## src/rtl/acc_cpu_pkg.sv

```systemverilog
package acc_cpu_pkg;
    parameter int DATA_W = 16;
    parameter int ADDR_W = 12;
    localparam int OPC_W = DATA_W - ADDR_W;

    typedef enum logic [OPC_W-1:0] {
        OPC_ADD   = 4'h0,
        OPC_SUB   = 4'h1,
        OPC_AND   = 4'h2,
        OPC_OR    = 4'h3,
        OPC_LOAD  = 4'h4,
        OPC_STORE = 4'h5,
        OPC_JMP   = 4'h6,
        OPC_BRZ   = 4'h7,
        OPC_BRN   = 4'h8,
        OPC_HALT  = 4'hF
    } opcode_e;

    typedef enum logic [3:0] {
        ST_INIT, ST_FETCH_A, ST_FETCH_D, ST_DECODE,
        ST_OPER_A, ST_OPER_D, ST_EXEC, ST_STORE,
        ST_BRANCH, ST_HALT
    } state_e;

    typedef enum logic [2:0] {ALU_ADD, ALU_SUB, ALU_AND, ALU_OR, ALU_PASS} alu_op_e;

    typedef enum logic [1:0] {CLS_ALU, CLS_STORE, CLS_FLOW, CLS_HALT} iclass_e;

    typedef struct packed {
        logic [OPC_W-1:0]  opc;
        logic [ADDR_W-1:0] addr;
    } instr_t;

    typedef struct packed {
        logic ir_ld;
        logic mdr_ld;
        logic ac_ld;
        logic pc_inc;
        logic pc_jump;
        logic addr_ir;
        logic mem_we;
    } ctrl_t;

    function automatic iclass_e classify(logic [OPC_W-1:0] opc);
        case (opc)
            OPC_ADD, OPC_SUB, OPC_AND, OPC_OR, OPC_LOAD: return CLS_ALU;
            OPC_STORE: return CLS_STORE;
            OPC_HALT:  return CLS_HALT;
            default:   return CLS_FLOW;
        endcase
    endfunction

    function automatic alu_op_e alu_sel(logic [OPC_W-1:0] opc);
        case (opc)
            OPC_ADD: return ALU_ADD;
            OPC_SUB: return ALU_SUB;
            OPC_AND: return ALU_AND;
            OPC_OR:  return ALU_OR;
            default: return ALU_PASS;
        endcase
    endfunction
endpackage

```

## src/rtl/acc_cpu_alu.sv

```systemverilog
module acc_cpu_alu
    import acc_cpu_pkg::*;
(
    input  logic [DATA_W-1:0] a,
    input  logic [DATA_W-1:0] b,
    input  alu_op_e           op,
    output logic [DATA_W-1:0] res,
    output logic              neg,
    output logic              zero
);
    always_comb begin
        unique case (op)
            ALU_ADD:  res = a + b;
            ALU_SUB:  res = a + ~b + DATA_W'(1);
            ALU_AND:  res = a & b;
            ALU_OR:   res = a | b;
            default:  res = b;
        endcase
        neg  = res[DATA_W-1];
        zero = (res == '0);
    end
endmodule

```

## src/rtl/acc_cpu_ctrl.sv

```systemverilog
module acc_cpu_ctrl
    import acc_cpu_pkg::*;
(
    input  logic             clk,
    input  logic             rst,
    input  logic [OPC_W-1:0] opc,
    input  logic             flag_n,
    input  logic             flag_z,
    output ctrl_t            ctl,
    output logic             halted
);
    state_e st, nx;
    logic   take;

    always_ff @(posedge clk) begin
        if (rst) st <= ST_INIT;
        else     st <= nx;
    end

    always_comb begin
        nx   = st;
        ctl  = '0;
        take = (opc == OPC_JMP) ||
               ((opc == OPC_BRZ) && flag_z) ||
               ((opc == OPC_BRN) && flag_n);
        unique case (st)
            ST_INIT:    nx = ST_FETCH_A;
            ST_FETCH_A: nx = ST_FETCH_D;
            ST_FETCH_D: begin ctl.ir_ld = 1'b1; nx = ST_DECODE; end
            ST_DECODE: begin
                unique case (classify(opc))
                    CLS_ALU:   nx = ST_OPER_A;
                    CLS_STORE: nx = ST_STORE;
                    CLS_FLOW:  nx = ST_BRANCH;
                    default:   nx = ST_HALT;
                endcase
            end
            ST_OPER_A:  begin ctl.addr_ir = 1'b1; nx = ST_OPER_D; end
            ST_OPER_D:  begin ctl.mdr_ld = 1'b1; nx = ST_EXEC; end
            ST_EXEC:    begin ctl.ac_ld = 1'b1; ctl.pc_inc = 1'b1; nx = ST_FETCH_A; end
            ST_STORE: begin
                ctl.addr_ir = 1'b1;
                ctl.mem_we  = 1'b1;
                ctl.pc_inc  = 1'b1;
                nx = ST_FETCH_A;
            end
            ST_BRANCH: begin
                ctl.pc_jump = take;
                ctl.pc_inc  = !take;
                nx = ST_FETCH_A;
            end
            default:    nx = ST_HALT;
        endcase
    end

    assign halted = (st == ST_HALT);


    halt_sticky_chk: assert property (@(posedge clk) disable iff (rst)
        halted |=> (halted && !ctl.mem_we));
endmodule

```

## src/rtl/acc_cpu.sv

```systemverilog
module acc_cpu
    import acc_cpu_pkg::*;
(
    input  logic              clk,
    input  logic              rst,
    output logic [ADDR_W-1:0] mem_addr,
    output logic [DATA_W-1:0] mem_wdata,
    output logic              mem_we,
    input  logic [DATA_W-1:0] mem_rdata,
    output logic              halted
);
    logic [ADDR_W-1:0] pc;
    instr_t            ir;
    logic [DATA_W-1:0] mdr, ac, alu_res;
    logic              fn, fz, alu_n, alu_z;
    ctrl_t             ctl;

    acc_cpu_ctrl u_ctrl (
        .clk(clk), .rst(rst), .opc(ir.opc),
        .flag_n(fn), .flag_z(fz), .ctl(ctl), .halted(halted)
    );

    acc_cpu_alu u_alu (
        .a(ac), .b(mdr), .op(alu_sel(ir.opc)),
        .res(alu_res), .neg(alu_n), .zero(alu_z)
    );

    always_ff @(posedge clk) begin
        if (rst) begin
            pc  <= '0;
            ir  <= '0;
            mdr <= '0;
            ac  <= '0;
            fn  <= 1'b0;
            fz  <= 1'b0;
        end else begin
            if (ctl.ir_ld)  ir  <= instr_t'(mem_rdata);
            if (ctl.mdr_ld) mdr <= mem_rdata;
            if (ctl.ac_ld) begin
                ac <= alu_res;
                fn <= alu_n;
                fz <= alu_z;
            end
            if (ctl.pc_jump)     pc <= ir.addr;
            else if (ctl.pc_inc) pc <= pc + ADDR_W'(1);
        end
    end

    assign mem_addr  = ctl.addr_ir ? ir.addr : pc;
    assign mem_wdata = ac;
    assign mem_we    = ctl.mem_we;


    we_pulse_chk: assert property (@(posedge clk) disable iff (rst)
        mem_we |=> !mem_we);


    flag_hold_chk: assert property (@(posedge clk) disable iff (rst)
        !ctl.ac_ld |=> $stable({fn, fz}));


    jump_target_chk: assert property (@(posedge clk) disable iff (rst)
        ctl.pc_jump |=> (pc == $past(ir.addr)));
endmodule

```

## config.mk

```make
export PLATFORM = sky130hd
export DESIGN_NAME = acc_cpu
export DESIGN_NICKNAME = d
export VERILOG_FILES = /design/src/rtl/acc_cpu_pkg.sv /design/src/rtl/acc_cpu_alu.sv /design/src/rtl/acc_cpu_ctrl.sv /design/src/rtl/acc_cpu.sv
export SDC_FILE = /design/constraint.sdc
export NUM_CORES = 1
export LEC_CHECK = 0
export CORE_MARGIN = 1
export CORE_UTILIZATION = 54
export CTS_CLUSTER_SIZE = 25
export DETAILED_ROUTE_END_ITERATION = 10
export GPL_TIMING_DRIVEN = 1
export PLACE_DENSITY = 0.78
export SLEW_MARGIN = 20
export SYNTH_ARGS = -nofsm -noshare
export SYNTH_HDL_FRONTEND = slang
export SYNTH_SLANG_ARGS = --single-unit
export TNS_END_PERCENT = 50
```

## constraint.sdc

```tcl
create_clock -name clk -period 2.36 [get_ports clk]
set_input_delay 0.708 -clock clk [delete_from_list [all_inputs] [get_ports clk]]
set_output_delay 0.708 -clock clk [all_outputs]
set_load 0.1 [all_outputs]
```

==> results.toml, run 1 <==
[grt]
met1_usage_pct = 49.1
met3_usage_pct = 8.95
grt-ovfl-total = 0
antenna_found_initial = 0
grt_pass1_wl_mm = 30.5
grt_usage_pct = 38.0
first_global_vias = 6024
grt_max_degree = 66
busiest_layer = "met2"
grt_use_met2_pct = 60.4

[worst_setup_path]
crit_buf_inv = 0
reg2reg_depth = 10
path_class = "reg2reg"
crit_cells = 10
critPathMaxFanout = 5
crit_arrival_ps = 3100
worst_path_largest_cell_delay_ps = 430
cp_cell_sequence = "ha_4, or3_4, or4_4, o22ai_4, o311ai_1, o21ai_1, mux2_4, a221oi_4, o2111ai_1, o21ai_2"
cpLargestDelayFamily = "compound AO/OA/AOI/OAI gates"
startpoint_type = "flop"
critPathSlowestCell = "or4_4"
endpoint_kind = "flop"
worst-endpoint-required_ps = 2660

[clock_network]
clk_latency_ps = 360
hold_buffers = 0
cts.sinks = 65
cts_tree = "built"
root_buffer = "clkbuf_8"
clk_pin_slew_ps = 80
cts_max_path_buffers = 2
cts_max_level = 3
cts-buffers-inserted = 9

[worst_hold_path]
min_path_type = "reg2reg"
min_path_cells = 2

[placement]
place_worst_setup_slack_ps = -623
routabilityCongestion = 0.989
io_buffers = 47
placed_cells = 1011
dp_hpwl_mm = 14.1

[layout]
final_cell_mix = "154 x buf_4, 105 x nand2_1, 74 x nor2_1, 70 x a21oi_1, 44 x dfxtp_1"
area_delta_synth_final_pct = 47.3
n_antenna_cell = 0
layout.nets = 970
layout-drive-gt1-share_pct = 37.7
nFillCells = 622
fin_cells = 1038
layout_commonest_cell = "buf_4"

[sta]
clock-skew-final_ps = 12.4
setup_slack_ps = -439
max_freq_ghz = 0.357
slew_viol_final = 0
setup_violations = 25
worst-slew-pin-transition_ps = 713
final_hold_viol_count = 0
fin_crit_ps = 2800
fin_crit_sh_pct = 119
max_slew_margin_pct = 52.4
rsz0062_at_grt = "true"

[die]
initial_core_util_pct = 55.9
die_h_um = 103
die_area_sq_mm = 0.0105
die_x_um = 103
rows = 36
ioPinCount = 48
core_area_sq_mm = 0.00977

[logic_synthesis]
yosysWarningCount = 0
synth_area_sq_mm = 0.00547
syn_avg_cell_area_sq_um = 7.38
synthCells = 741
synth_cell_types = 78
syn_nets = 811
async_flop_share_pct = 0
synth_edf_count = 0
ys_seq_elements = 65
ys_seq_area_share_pct = 23.8
ys.flop_type = "dfxtp_1"

[run_status]
violations = "setup timing"
status = "complete, but fails checks"

[power]
power.leakage_nw = 3.23
ir_worst_vdd_v = 0.000442
power.density_mw_per_mm2 = 359

[detailed_routing]
drc = 0
via_count = 6417
drtIter0Drc = 514
totalWireLength_mm = 20.6
ant_nets = 0
drt-vias-per-instance = 6.18
routedWlPerCell_um = 19.9
first_pass_iters = 5

[job]
maxCapViolCount = 0
[worst reg2reg max path: cells and delay by family, from the launching register on]
kind | cells | cell delay (ps)
flip-flops | 1 | 370
AO/OA/AOI/OAI | 6 | 1090
adder cells (fa/ha/maj) | 1 | 170
AND/OR/NAND/NOR | 2 | 790
multiplexers | 1 | 330
[stage by stage]
stage | cell area, sq um | hold WS (ps) | power [mW] | utilization, % | TNS, ps
2_1_floorplan | 5690 | 446 | 1.45 | - | -3750
3_3_place_gp | 7250 | 453 | 1.66 | 74.2 | -2480
3_5_place_dp | 7250 | 465 | 1.66 | 74.2 | -2970
4_1_cts | 7760 | 479 | 2.83 | 79.4 | -3470
5_1_grt | 8050 | 509 | 2.98 | 82.4 | -6080
6_report | 8050 | 484 | 2.89 | 82.4 | -4350
[kinds of logic after synthesis]
| family | after synthesis | share of synthesized area [%] |
|---|---|---|
| compound gates | 212 | 25.6 |
| fa+ha+maj | 52 | 12.2 |
| mux | 27 | 5.27 |
| simple gates | 274 | 23.2 |
| xor+xnor | 10 | 1.60 |
| buf+inv | 101 | 8.33 |
| flops | 65 | 23.8 |
[Yosys cell counts, types with 9 or more instances]
| library cell | n | area share, % |
|---|---|---|
| a211oi_1 | 18 | 2.5 |
| a21oi_1 | 80 | 7.3 |
| buf_2 | 9 | 0.82 |
| clkbuf_1 | 30 | 2.1 |
| dfxtp_1 | 65 | 24 |
| ha_1 | 50 | 11 |
| inv_1 | 53 | 3.6 |
| mux2_2 | 13 | 2.7 |
| mux2i_1 | 13 | 2.4 |
| nand2_1 | 107 | 7.3 |
| nand2b_1 | 9 | 1.0 |
| nand3_1 | 10 | 0.92 |
| nor2_1 | 81 | 5.6 |
| nor2b_1 | 9 | 1.0 |
| nor3_1 | 12 | 1.1 |
| o21ai_0 | 28 | 2.6 |
| or3_1 | 10 | 1.1 |
[repair_timing]
| action | in CTS | in global routing |
|---|---|---|
| pin swaps | 23 | 22 |
| gates cloned | 1 | 0 |
| resized for setup | 59 | 55 |
| setup buffers | 8 | 4 |
| endpoints found under the setup margin | 26 | 26 |
[layout make-up]
type                    instances  area [sq um]  share of cell area (%)
multi-input cells             575          4320                    53.6
repair buffers                196          1760                    21.9
flip-flops and latches         65          1370                    17.0
inverters                      53           204                    2.53
well taps                     133           166                    2.07
clock buffers                  11           153                    1.90
clock inverters                 5          83.8                    1.04
[routing by layer]
layer / wire, um / part of all wire, %
met1: 8360 / 41
met2: 9430 / 46
met3: 2120 / 10
met4: 709 / 3.4
met5: 0 / 0
[state kept, by name, summed over array words and instances (netlist names)]
name / count
pc: 12
ir: 16
u_ctrl.st: 4
mem_wdata: 16
mdr: 16
fz: 1
[path summary, 6_finish.rpt]
path | from | end | slack [ps]
worst min register to register | ir[6] | ir[6] | 480
worst max register to register | mem_wdata[6] | fz | -440
worst max-delay path | mem_wdata[6] | fz | -440
worst min-delay path | ir[6] | ir[6] | 480
[report_power, final]
group | switching (mW) | internal [mW]
registers | 0.0218 | 1.10
logic | 0.350 | 0.257
clock network | 0.494 | 0.666
total | 0.865 | 2.02
(Power assumes the default switching activity.)
==> run 2: changes to the inputs <==
Settings changed: CORE_UTILIZATION 54 to 40, CTS_CLUSTER_DIAMETER set to 120, PLACE_DENSITY 0.78 to not set.
==> run 2 against run 1 <==
  * The run still ends with setup timing left
  * Via count fell by 4.3%
  * Combinational power rose by 2%
  * Final cell count rose by 5.4%
  * Clock power rose by 21%
  * Global-route usage fell by 9.4 points
  * Sequential power barely moved
==> results.toml, run 2 (same netlist as run 1, synthesis figures left out) <==
[run_status]
status = "complete, but fails checks"
violations = "setup timing"

[die]
initial_core_util_pct = 41.1
rows = 42
ioPinCount = 48
core_area_sq_mm = 0.0133
die_x_um = 119
die_h_um = 119
die_area_sq_mm = 0.0141

[detailed_routing]
ant_nets = 0
drtIter0Drc = 419
totalWireLength_mm = 19.9
drc = 0
via_count = 6140
routedWlPerCell_um = 18.2
first_pass_iters = 5
drt-vias-per-instance = 5.61

[clock_network]
cts-buffers-inserted = 9
cts.sinks = 65
cts_max_path_buffers = 2
cts_max_level = 3
cts_tree = "built"
clk_latency_ps = 350
root_buffer = "clkbuf_16"
clk_pin_slew_ps = 60

[sta]
fin_crit_sh_pct = 118
worst-slew-pin-transition_ps = 676
final_hold_viol_count = 0
setup_violations = 22
max_freq_ghz = 0.358
slew_viol_final = 0
fin_crit_ps = 2790
clock-skew-final_ps = 6.39
setup_slack_ps = -435
rsz0062_at_grt = "true"
max_slew_margin_pct = 55.0

[worst_setup_path]
worst_path_largest_cell_delay_ps = 440
path_class = "reg2reg"
crit_arrival_ps = 3080
critPathSlowestCell = "or4_4"
worst-endpoint-required_ps = 2640
critPathMaxFanout = 5
cp_cell_sequence = "buf_6, ha_4, or3_4, or4_4, o22ai_4, o311ai_1, o21ai_1, mux2_4, a221oi_4, o2111ai_2, o21ai_2"
startpoint_type = "flop"
endpoint_kind = "flop"

[layout]
layout_commonest_cell = "buf_4"
final_cell_mix = "165 x buf_4, 107 x nand2_1, 75 x nor2_1, 71 x a21oi_1, 45 x dfxtp_1"
area_delta_synth_final_pct = 51.3
fin_cells = 1094
layout-drive-gt1-share_pct = 37.8
n_antenna_cell = 0
final_core_util_pct = 62.2
layout.nets = 983

[job]
maxCapViolCount = 0

[power]
power.leakage_nw = 3.35
power_mw = 3.14
power.density_mw_per_mm2 = 380
ir_worst_vdd_v = 0.000299

[placement]
placed_cells = 1060
io_buffers = 47
routabilityCongestion = 0.939
dp_hpwl_mm = 14.6

[grt]
grt-ovfl-total = 0
grt_pass1_wl_mm = 31.4
grt_max_degree = 66
grt_usage_pct = 28.6
first_global_vias = 6014
antenna_found_initial = 0

[worst_hold_path]
min_path_type = "reg2reg"
-- run 2: changes by cell type in the layout (fill, tap and decap cells not counted), moves of 4 or more --
cell / delta
clkbuf_8: -8
ha_1: -4
ha_2: +4
buf_4: +11
a211oi_1: +4
clkbuf_16: +8
-- run 2: layout make-up --
type / count / area [sq um]
Clock buffer: 10 / 239
Clock inverter: 6 / 66.3
Fill cell: 1164 / 5030
Inverter: 53 / 201
Multi-Input combinational cell: 575 / 4300
Sequential cell: 65 / 1360
Tap cell: 176 / 220
Timing Repair Buffer: 209 / 1870
-- run 2: what timing repair did --
| item | CTS | global route |
|---|---|---|
| setup buffers | 7 | 10 |
| hold buffers | 0 | 0 |
| endpoints found under the setup margin | 23 | 24 |
| pin swaps | 16 | 24 |
| gates resized for setup | 61 | 45 |
| gates cloned | 1 | 0 |
-- run 2: power breakdown --
part	total (mW)	switching (mW)	internal [mW]
logic	0.616	0.341	0.275
clock network	1.40	0.552	0.850
registers	1.13	0.0211	1.10
total	3.14	0.915	2.23
-- run 2: per-stage QoR --
| stage | setup TNS, ps | hold WS (ps) | area [sq um] | setup WS [ps] |
|---|---|---|---|---|
| floorplan | -3750 | 446 | 5690 | -326 |
| global placement | -2100 | 457 | 7360 | -417 |
| detailed placement | -2530 | 463 | 7360 | -473 |
| CTS | -3340 | 473 | 7990 | -323 |
| global route | -5080 | 487 | 8270 | -517 |
| finish | -3600 | 472 | 8270 | -435 |
-- run 2: path summary, 6_finish.rpt --
kind	start	end	slack, ps	cells after the start
setup / recovery	mdr[7]	fz	-430	11
hold / removal	ir[3]	ir[3]	470	2
setup reg to reg	mdr[7]	fz	-430	11
hold reg to reg	ir[3]	ir[3]	470	2
-- run 2: critical path, delay by kind of cell, from the launching register on --
kind                       cells  cell delay [ps]
DFF                            1              320
adders and majority gates      1              150
and+or+nand+nor                2              840
buffers and inverters          1              110
muxes                          1              340
AOI/OAI and AO/OA              6              980
-- run 2: routing by layer --
layer / global-route usage, % / routed length, um
met1: 35.6 / 8730
met2: 48.1 / 9440
met3: 4.98 / 1130
met4: 12.4 / 614
met5: 0 / 0
